**config.mk**
```make
export PLATFORM = sky130hd
export DESIGN_NAME = gpio_regif
export DESIGN_NICKNAME = d
export VERILOG_FILES = /design/src/rtl/gpio_regif_pkg.sv /design/src/rtl/gpio_regif_decode.sv /design/src/rtl/gpio_regif_cfg.sv /design/src/rtl/gpio_regif_rdmux.sv /design/src/rtl/gpio_regif.sv
export SDC_FILE = /design/constraint.sdc
export NUM_CORES = 1
export LEC_CHECK = 0
export BUFFER_PORTS_ARGS = -buffer_cell sky130_fd_sc_hd__buf_2
export CORE_MARGIN = 4
export CORE_UTILIZATION = 55
export CTS_BUF_LIST = sky130_fd_sc_hd__clkbuf_16
export DETAILED_ROUTE_END_ITERATION = 7
export HOLD_SLACK_MARGIN = 0.05
export PLACE_DENSITY = 0.85
export SKIP_CTS_REPAIR_TIMING = 1
export SLEW_MARGIN = 20
export SYNTH_ARGS = -nofsm -noshare
export SYNTH_HDL_FRONTEND = slang
export SYNTH_SLANG_ARGS = --single-unit
```
**constraint.sdc**
```tcl
create_clock -name clk -period 18.7 [get_ports clk]
set_input_delay 3.74 -clock clk [delete_from_list [all_inputs] [get_ports clk]]
set_output_delay 3.74 -clock clk [all_outputs]
set_load 0.1 [all_outputs]
```
**src/rtl/gpio_regif_pkg.sv**
```systemverilog
package gpio_regif_pkg;
  localparam int REG_CNT    = 8;
  localparam int IDX_W      = $clog2(REG_CNT);
  localparam int RI_DATA    = 0;
  localparam int RI_DIR     = 1;
  localparam int RI_STATE   = 2;
  localparam int RI_SENS_LO = 3;
  localparam int RI_SENS_HI = 4;
  localparam int RI_MASK    = 5;
  localparam int RI_STATUS  = 6;
  localparam int RI_ANYEDGE = 7;
endpackage

```
**src/rtl/gpio_regif_decode.sv**
```systemverilog
module gpio_regif_decode
  import gpio_regif_pkg::*;
#(
  parameter int ADDR_W       = 8,
  parameter int STRB_W       = 4,
  parameter bit HAS_ANY_EDGE = 1'b1
) (
  input  logic               req_valid,
  input  logic               req_write,
  input  logic [ADDR_W-1:0]  req_addr,
  input  logic [STRB_W-1:0]  req_strb,
  output logic [REG_CNT-1:0] wr_sel,
  output logic [REG_CNT-1:0] rd_sel
);
  localparam int WORD_LSB = $clog2(STRB_W);
  localparam int WORD_W   = ADDR_W - WORD_LSB;
  localparam int LAST_IDX = HAS_ANY_EDGE ? REG_CNT - 1 : REG_CNT - 2;
  localparam logic [WORD_W-1:0] LAST_WORD = WORD_W'(LAST_IDX);

  logic [WORD_W-1:0]  word;
  logic               aligned;
  logic               full_width;
  logic               in_range;
  logic               hit;
  logic [REG_CNT-1:0] onehot;

  always_comb begin
    word       = req_addr[ADDR_W-1:WORD_LSB];
    aligned    = (req_addr[WORD_LSB-1:0] == '0);
    full_width = &req_strb;
    in_range   = (word <= LAST_WORD);
    hit        = req_valid && aligned && full_width && in_range;
    onehot     = '0;
    if (hit) begin
      onehot[word[IDX_W-1:0]] = 1'b1;
    end
    wr_sel = req_write ? onehot : '0;
    rd_sel = req_write ? '0 : onehot;
  end
endmodule

```
**src/rtl/gpio_regif_cfg.sv**
```systemverilog
module gpio_regif_cfg
  import gpio_regif_pkg::*;
#(
  parameter int DATA_W       = 32,
  parameter bit HAS_ANY_EDGE = 1'b1
) (
  input  logic               clk,
  input  logic               rst_n,
  input  logic [REG_CNT-1:0] wr_sel,
  input  logic [DATA_W-1:0]  wdata,
  output logic [DATA_W-1:0]  data_q,
  output logic [DATA_W-1:0]  dir_q,
  output logic [DATA_W-1:0]  sens_lo_q,
  output logic [DATA_W-1:0]  sens_hi_q,
  output logic [DATA_W-1:0]  mask_q,
  output logic [DATA_W-1:0]  edge_q,
  output logic               clr_q,
  output logic [DATA_W-1:0]  clr_bits_q,
  output logic               reeval_q
);
  logic [DATA_W-1:0] data_d, dir_d, sens_lo_d, sens_hi_d, mask_d;
  logic [DATA_W-1:0] clr_bits_d;
  logic              clr_d, reeval_d;

  always_comb begin
    data_d     = wr_sel[RI_DATA]    ? wdata : data_q;
    dir_d      = wr_sel[RI_DIR]     ? wdata : dir_q;
    sens_lo_d  = wr_sel[RI_SENS_LO] ? wdata : sens_lo_q;
    sens_hi_d  = wr_sel[RI_SENS_HI] ? wdata : sens_hi_q;
    mask_d     = wr_sel[RI_MASK]    ? wdata : mask_q;
    clr_d      = wr_sel[RI_STATUS];
    clr_bits_d = wr_sel[RI_STATUS]  ? wdata : '0;
    reeval_d   = wr_sel[RI_DIR] | wr_sel[RI_SENS_LO] | wr_sel[RI_SENS_HI]
               | wr_sel[RI_STATUS] | wr_sel[RI_ANYEDGE];
  end

  always_ff @(posedge clk or negedge rst_n) begin
    if (!rst_n) begin
      data_q     <= '0;
      dir_q      <= '0;
      sens_lo_q  <= '0;
      sens_hi_q  <= '0;
      mask_q     <= '0;
      clr_q      <= 1'b0;
      clr_bits_q <= '0;
      reeval_q   <= 1'b0;
    end else begin
      data_q     <= data_d;
      dir_q      <= dir_d;
      sens_lo_q  <= sens_lo_d;
      sens_hi_q  <= sens_hi_d;
      mask_q     <= mask_d;
      clr_q      <= clr_d;
      clr_bits_q <= clr_bits_d;
      reeval_q   <= reeval_d;
    end
  end

  generate
    if (HAS_ANY_EDGE) begin : g_edge
      logic [DATA_W-1:0] edge_d;
      always_comb edge_d = wr_sel[RI_ANYEDGE] ? wdata : edge_q;
      always_ff @(posedge clk or negedge rst_n) begin
        if (!rst_n) edge_q <= '0;
        else        edge_q <= edge_d;
      end
    end else begin : g_no_edge
      assign edge_q = '0;
    end
  endgenerate

  // direction only moves on a direction write
  p_dir_hold_r2: assert property (@(posedge clk) disable iff (!rst_n)
    !wr_sel[RI_DIR] |=> $stable(dir_q));
  // mask only moves on a mask write
  p_mask_hold_r6: assert property (@(posedge clk) disable iff (!rst_n)
    !wr_sel[RI_MASK] |=> $stable(mask_q));
  // clear bits are quiet outside a clear pulse
  p_clr_quiet_r7: assert property (@(posedge clk) disable iff (!rst_n)
    !clr_q |-> (clr_bits_q == '0));
  // a pin-state write raises no re-evaluate pulse
  p_state_no_reeval_r11: assert property (@(posedge clk) disable iff (!rst_n)
    wr_sel[RI_STATE] |=> !reeval_q);
endmodule

```
**src/rtl/gpio_regif_rdmux.sv**
```systemverilog
module gpio_regif_rdmux
  import gpio_regif_pkg::*;
#(
  parameter int DATA_W = 32
) (
  input  logic               clk,
  input  logic               rst_n,
  input  logic               req_valid,
  input  logic [REG_CNT-1:0] rd_sel,
  input  logic [DATA_W-1:0]  data_q,
  input  logic [DATA_W-1:0]  dir_q,
  input  logic [DATA_W-1:0]  sens_lo_q,
  input  logic [DATA_W-1:0]  sens_hi_q,
  input  logic [DATA_W-1:0]  mask_q,
  input  logic [DATA_W-1:0]  edge_q,
  input  logic [DATA_W-1:0]  pin_level,
  input  logic [DATA_W-1:0]  irq_status,
  output logic               rsp_valid,
  output logic [DATA_W-1:0]  rsp_rdata
);
  logic [DATA_W-1:0] rd_val;

  always_comb begin
    rd_val = '0;
    if (rd_sel[RI_DATA])    rd_val = rd_val | (data_q & dir_q) | (pin_level & ~dir_q);
    if (rd_sel[RI_DIR])     rd_val = rd_val | dir_q;
    if (rd_sel[RI_STATE])   rd_val = rd_val | (pin_level & ~dir_q);
    if (rd_sel[RI_SENS_LO]) rd_val = rd_val | sens_lo_q;
    if (rd_sel[RI_SENS_HI]) rd_val = rd_val | sens_hi_q;
    if (rd_sel[RI_MASK])    rd_val = rd_val | mask_q;
    if (rd_sel[RI_STATUS])  rd_val = rd_val | irq_status;
    if (rd_sel[RI_ANYEDGE]) rd_val = rd_val | edge_q;
  end

  always_ff @(posedge clk or negedge rst_n) begin
    if (!rst_n) begin
      rsp_valid <= 1'b0;
      rsp_rdata <= '0;
    end else begin
      rsp_valid <= req_valid;
      rsp_rdata <= rd_val;
    end
  end

  // every request gets a response the next cycle
  p_rsp_follows_req_r12: assert property (@(posedge clk) disable iff (!rst_n)
    req_valid |=> rsp_valid);
  // no response without a request
  p_rsp_needs_req_r12: assert property (@(posedge clk) disable iff (!rst_n)
    rsp_valid |-> $past(req_valid));
  // idle cycles carry zero data
  p_idle_zero_r12: assert property (@(posedge clk) disable iff (!rst_n)
    !rsp_valid |-> (rsp_rdata == '0));
endmodule

```
**src/rtl/gpio_regif.sv**
```systemverilog
module gpio_regif
  import gpio_regif_pkg::*;
#(
  parameter int DATA_W       = 32,
  parameter int ADDR_W       = 8,
  parameter bit HAS_ANY_EDGE = 1'b1,
  localparam int STRB_W      = DATA_W / 8
) (
  input  logic                clk,
  input  logic                rst_n,
  input  logic                req_valid,
  input  logic                req_write,
  input  logic [ADDR_W-1:0]   req_addr,
  input  logic [STRB_W-1:0]   req_strb,
  input  logic [DATA_W-1:0]   req_wdata,
  output logic                rsp_valid,
  output logic [DATA_W-1:0]   rsp_rdata,
  input  logic [DATA_W-1:0]   pin_level,
  input  logic [DATA_W-1:0]   irq_status,
  output logic [DATA_W-1:0]   pin_out,
  output logic [DATA_W-1:0]   pin_oe,
  output logic [2*DATA_W-1:0] sense_cfg,
  output logic [DATA_W-1:0]   irq_mask,
  output logic [DATA_W-1:0]   any_edge_en,
  output logic                status_clr,
  output logic [DATA_W-1:0]   status_clr_bits,
  output logic                reeval
);
  logic [1:0]         rst_sync_q;
  logic               rst_int_n;
  logic [REG_CNT-1:0] wr_sel, rd_sel;
  logic [DATA_W-1:0]  data_q, dir_q, sens_lo_q, sens_hi_q, mask_q, edge_q;

  always_ff @(posedge clk or negedge rst_n) begin
    if (!rst_n) rst_sync_q <= '0;
    else        rst_sync_q <= {rst_sync_q[0], 1'b1};
  end
  assign rst_int_n = rst_sync_q[1];

  gpio_regif_decode #(
    .ADDR_W(ADDR_W), .STRB_W(STRB_W), .HAS_ANY_EDGE(HAS_ANY_EDGE)
  ) u_decode (
    .req_valid(req_valid), .req_write(req_write), .req_addr(req_addr),
    .req_strb(req_strb), .wr_sel(wr_sel), .rd_sel(rd_sel)
  );

  gpio_regif_cfg #(
    .DATA_W(DATA_W), .HAS_ANY_EDGE(HAS_ANY_EDGE)
  ) u_cfg (
    .clk(clk), .rst_n(rst_int_n), .wr_sel(wr_sel), .wdata(req_wdata),
    .data_q(data_q), .dir_q(dir_q), .sens_lo_q(sens_lo_q), .sens_hi_q(sens_hi_q),
    .mask_q(mask_q), .edge_q(edge_q), .clr_q(status_clr),
    .clr_bits_q(status_clr_bits), .reeval_q(reeval)
  );

  gpio_regif_rdmux #(
    .DATA_W(DATA_W)
  ) u_rdmux (
    .clk(clk), .rst_n(rst_int_n), .req_valid(req_valid), .rd_sel(rd_sel),
    .data_q(data_q), .dir_q(dir_q), .sens_lo_q(sens_lo_q), .sens_hi_q(sens_hi_q),
    .mask_q(mask_q), .edge_q(edge_q), .pin_level(pin_level),
    .irq_status(irq_status), .rsp_valid(rsp_valid), .rsp_rdata(rsp_rdata)
  );

  assign pin_oe      = dir_q;
  assign pin_out     = data_q & dir_q;
  assign sense_cfg   = {sens_hi_q, sens_lo_q};
  assign irq_mask    = mask_q;
  assign any_edge_en = edge_q;

  // a write answers with zero data
  p_write_rsp_zero_r12: assert property (@(posedge clk) disable iff (!rst_int_n)
    (req_valid && req_write) |=> (rsp_rdata == '0));
  // a partial-strobe write leaves the configuration alone
  p_partial_ignored_r10: assert property (@(posedge clk) disable iff (!rst_int_n)
    (req_valid && req_write && !(&req_strb)) |=>
      ($stable(pin_oe) && $stable(pin_out) && $stable(sense_cfg) &&
       $stable(irq_mask) && $stable(any_edge_en)));
  // a clear pulse only follows a write
  p_clr_after_write_r7: assert property (@(posedge clk) disable iff (!rst_int_n)
    status_clr |-> $past(req_valid && req_write));
  // a re-evaluate pulse only follows a write
  p_reeval_after_write_r11: assert property (@(posedge clk) disable iff (!rst_int_n)
    reeval |-> $past(req_valid && req_write));
endmodule

```
Word-level counts from Yosys, hierarchy flattened
Cells that the tools add are included.
W data, S select, Z words.

word-level totals
  register bits after elaboration = 261
  bits in latches = 0
  bits in writable memories = 0
  ROM bits = 0
  output and inout port bits = 259
  memories = 0

operators by class
  add/subtract/negate cells = 0
  $mul = 0
  div/mod/pow operators = 0
  magnitude comparators = 3
  equal/unequal tests = 0
  shift operators = 0
  muxes and demuxes = 14
  bitwise gates (word level) = 15
  reduce and logical (&&, ||, !) cells = 6

operators with widths
  operator              number
  $mux W32              9
  $or A32 B32 Y32       8
  $and A32 B32 Y32      2
  $not A32 Y32          1
  $mux W8               3
  $le A6 B3 Y1 const B  1
  $logic_and A1 B1 Y1   4
  $lt A3 B4 Y1 const B  1
  $or A1 B1 Y1          4
  $reduce_and A4 Y1     1
  $demux W1 S3          1
  $ge A3 B1 Y1 const B  1
  $logic_not A2 Y1      1
  $mux W1               1

Logic depth before layout (Yosys ltp)
  depth in word-level cells = 21
  mapped depth = 7
  depth with buffers taken out = 4

Modules after synthesis
From an unflattened synthesis, not the netlist that was laid out.

unflattened totals
  cell total of the unflattened synthesis = 811
  area total of the unflattened synthesis = 12157.9 µm²

by module, submodules not included
  module             instances  cells an instance  area an instance (µm²)
  gpio_regif_cfg     1          480                9130.0
  gpio_regif_rdmux   1          252                2367.3
  gpio_regif_decode  1          44                 406.6
  gpio_regif         1          35                 254.0

Worst setup path before layout
OpenSTA, ideal clock, no wires.

  path kind = reg-to-output
  start point = register u_cfg.dir_q[31]
  end point = output port pin_out[31]
  arrival = 1821 ps
  required time = 14960 ps
  path slack = 13139 ps
  stages on the path, launching flop included = 2
  path buffers = 0
  cell sequence = dfrtp_1 and2_1

between the ends
  cells in the longest elaborated chain, start to end = 1

ends and longest elaborated chain
  item                      RTL line              source
  start: declaration        gpio_regif_cfg.sv:12  output logic [DATA_W-1:0] dir_q,
  start signal: assignment  gpio_regif_cfg.sv:49  dir_q <= dir_d;
  $and A32 B32 Y32          gpio_regif.sv:66      assign pin_out = data_q & dir_q;
  end: declaration          gpio_regif.sv:20      output logic [DATA_W-1:0] pin_out,

Every way passes these cells.

Worst setup path in the final report
  start point = input port req_addr[4]
  end point = register u_cfg.sens_hi_q[0]

between the ends
  cells in the longest elaborated chain, start to end = 6

ends and longest elaborated chain
  item                                                                RTL line                 source
  start: declaration                                                  gpio_regif.sv:13         input logic [ADDR_W-1:0] req_addr,
  $lt A3 B4 Y1 (not written as such) or $ge A3 B1 Y1 (tied branches)  gpio_regif_decode.sv:35  onehot[word[IDX_W-1:0]] = 1'b1;
  $logic_and A1 B1 Y1 (not written as such)                           gpio_regif_decode.sv:35
  $mux W1 (not written as such)                                       gpio_regif_decode.sv:35
  $demux W1 S3                                                        n/a
  $mux W8 *                                                           gpio_regif_decode.sv:34  if (hit) begin
  $mux W8 *                                                           gpio_regif_decode.sv:37  wr_sel = req_write ? onehot : '0;
  end signal: assignment                                              gpio_regif_cfg.sv:51     sens_hi_q <= sens_hi_d;
  end: declaration                                                    gpio_regif_cfg.sv:14     output logic [DATA_W-1:0] sens_hi_q,

Mark *: on every way between the ends. The rest lies on a longest branch, timed or not.
A chain may end at the register's enable or synchronous reset.

==> results_dict.tcl <==
set metrics [dict create \
    max-vdd-ir-drop_mv 0.0778 \
    power_density_mw_per_mm2 84.2 \
    htree_levels 1 \
    rsz0062_at_grt "false" \
    postSynthCellCount 885 \
    total_power_mw 1.24 \
    worstSetupStartpointType "input port" \
    cp_max_fo 39 \
    clock_path_buffers 3 \
    synth-seq-area-share_pct 55.9 \
    finalHoldViolCount 0 \
    cpMaxStageDelayCell "nor3_4" \
    slew_violations 0 \
    hpwl_mm 23.2 \
    area_growth_pct 25.8 \
    drc 0 \
    cp.arrival_ns 7.10 \
    finalCritPeriodShare_pct 35.8 \
    multi_input_area_mm2 0.00471 \
    synthesis.area_mm2 0.0117 \
    crit_cells 6 \
    clock-sinks 261 \
    drive_above_1_share_pct 48.8 \
    rows 53 \
    clk_pin_slew_ns 0.06 \
    start_util_pct 55.7 \
    final_nets 1359 \
    io_pins 371 \
    viasPerCell 5.92 \
    cp_cell_sequence "buf_2 > buf_4 > nand2b_2 > nor3_4 > buf_4 > mux2_2" \
    setup_viol 0 \
    slew_headroom_pct 22.8 \
    crit_buf_inv 3 \
    coreArea_mm2 0.0210 \
    ys_warn_count 0 \
    detail-route-antenna-nets 0 \
    crit_path_end_kind "register" \
    drtPass1Iterations 5 \
    dpl_cell_area_mm2 0.0137 \
    design_area_mm2 0.0147 \
    place.gp.congestion 0.853 \
    slowest_delay_ns 1.09 \
    r2r.worst_path.cells 2 \
    cts_tree "done" \
    maxCapViolations 0 \
    clk_latency_ns 0.53 \
    max_freq_mhz 149 \
    period_minus_slack_ns 6.69 \
    crit_type "input port to register" \
    regArea_mm2 0.00654 \
    wl_per_cell_um 23.0 \
    wl_mm 35.5 \
    portBuffers 370 \
    crit_top_cell "buf_4" \
    setup-tns-final_ns 0 \
    grt_use_total_pct 29.0 \
    cts_buffers 28 \
    grt_pass1_wl_mm 54.6 \
    synth_fp_nets 997 \
    synth_seq_cells 261 \
    antenna_cells 0 \
    worst_pin_slew_ns 1.15 \
    antenna_found_initial 1 \
    die-area_mm2 0.0236 \
    p_leak_nw 8.18 \
    outcome "complete, no violations" \
    drt_iter0_drc 691 \
    die_w_um 154 \
    grt-ovfl-total 0 \
    critPathRequiredTime_ns 19.11 \
    cts_root_buf "clkbuf_16" \
    grt_pass1_vias 9608 \
    cp-startpoint "req_addr[4]" \
    synthDistinctLibCells 33 \
    n_fill_cell 1465 \
    grt_max_degree 81 \
    syn_area_per_cell_um2 13.2 \
    hold_class "register to async pin" \
    skew_ns 0.0186 \
    cpLargestDelayFamily "simple AND/OR/NAND/NOR gates" \
    reg2reg_from "rst_sync_q[1]" \
    die_y_um 154 \
    dr_total_vias 9134 \
]
==> cell usage in the layout, fill, tap and decap left out, drive strengths merged, types with 2 or more instances in the layout <==
master   count
clkbuf      29
nand4bb      2
nand2        3
o21ai       64
nor3         7
a21oi       32
buf        385
and2        64
inv         35
mux2       192
nor2         2
dfrtp      261
clkinv      12
bufinv       7
or2          3
a22oi       32
nand3b      32
mux2i       64
nor4         2
o22ai       32
nand2b       3
==> cell type report <==
type / instances / area share (%)
timing repair buffer: 385 / 13.4
sequential: 261 / 44.5
tap: 275 / 2.34
inverter: 32 / 0.818
clock inverter: 23 / 1.98
clock buffer: 29 / 4.94
multi-input combinational: 539 / 32.1
==> worst paths after layout <==
path                                 endpoint  slack (ns)
max in group asynchronous       rst_sync_q[1]       15.61
max reg2reg                    u_cfg.dir_q[5]       16.14
min reg2reg                  u_cfg.data_q[21]        0.35
min                          u_cfg.data_q[21]        0.35
max                        u_cfg.sens_hi_q[0]       12.01
min in group clk                rst_sync_q[1]        0.36
==> per-layer routing <==
metal / GRT usage [%] / up-vias / wire, um
met5: 0 / - / 0
met4: 9.97 / 0 / 1030
met3: 6.47 / 96 / 3200
met2: 49.8 / 532 / 17800
met1: 36.6 / 4610 / 13400
li1: - / 3896 / -
==> per-stage QoR <==
| stage | setup WS [ns] | std cells | hold slack [ns] | utilization, % |
|---|---|---|---|---|
| 2_1_floorplan | 10.89 | 885 | 0.331 | - |
| 3_3_place_gp | 11.63 | 1492 | 0.344 | 65.3 |
| 3_5_place_dp | 11.53 | 1492 | 0.338 | 65.3 |
| 4_1_cts | 12.08 | 1544 | 0.361 | 70.1 |
| 5_1_grt | 11.86 | 1544 | 0.379 | 70.1 |
| 6_report | 12.01 | 1544 | 0.353 | 70.1 |
==> synthesized netlist by cell type <==
cell       number  area share [%]
dfrtp_1       261              56
nor4_1          1           0.054
o22ai_1        32             1.7
or3_1           1           0.054
conb_1          1           0.032
buf_2           5            0.21
mux2_2        155              15
nor2_1          2           0.064
nand4bb_1       2            0.19
or4b_1          1           0.086
nor3_4          6            0.84
or2_1           1           0.054
mux2_4         20             2.6
nand2b_1        3            0.16
nor4_2          1            0.11
nand2_1         3           0.096
clkbuf_1       23            0.74
or2_2           2            0.11
a22oi_1        32             2.1
o21ai_1         9            0.39
nand4b_1        1           0.075
inv_1          32             1.0
nand3b_1       32             2.1
buf_1           5            0.16
a21oi_1        32             1.4
and2_1         64             3.4
clkbuf_2        1           0.043
nor3_2          1           0.086
o21ai_0        55             2.4
mux2_1         17             1.6
mux2i_1        64             5.5
buf_6          19             1.8
o211ai_1        1           0.064
==> power by group <==
| group | switching, mW | leakage (nW) | total (mW) | internal [mW] |
|---|---|---|---|---|
| Clock | 0.226 | 0.508 | 0.603 | 0.377 |
| Combinational | 0.0444 | 4.04 | 0.0646 | 0.0203 |
| Sequential | 0.00304 | 3.64 | 0.569 | 0.566 |
==> registers in the layout (all words and copies together) (netlist names) <==
signal             cells
rst_sync_q             2
u_cfg.clr_bits_q      32
u_cfg.clr_q            1
u_cfg.data_q          32
u_cfg.dir_q           32
u_cfg.edge_q          32
u_cfg.mask_q          32
u_cfg.reeval_q         1
u_cfg.sens_hi_q       32
u_cfg.sens_lo_q       32
u_rdmux.rsp_rdata     32
u_rdmux.rsp_valid      1
==> cells by family after synthesis <==
logic type	Yosys count	synth area share (%)
compound gates	161	7.95
buf+inv	85	4.02
flops	261	55.9
mux	256	24.6
other cells	1	0.0321
simple gates	121	7.46
Power figures use the tool's default switching activity.
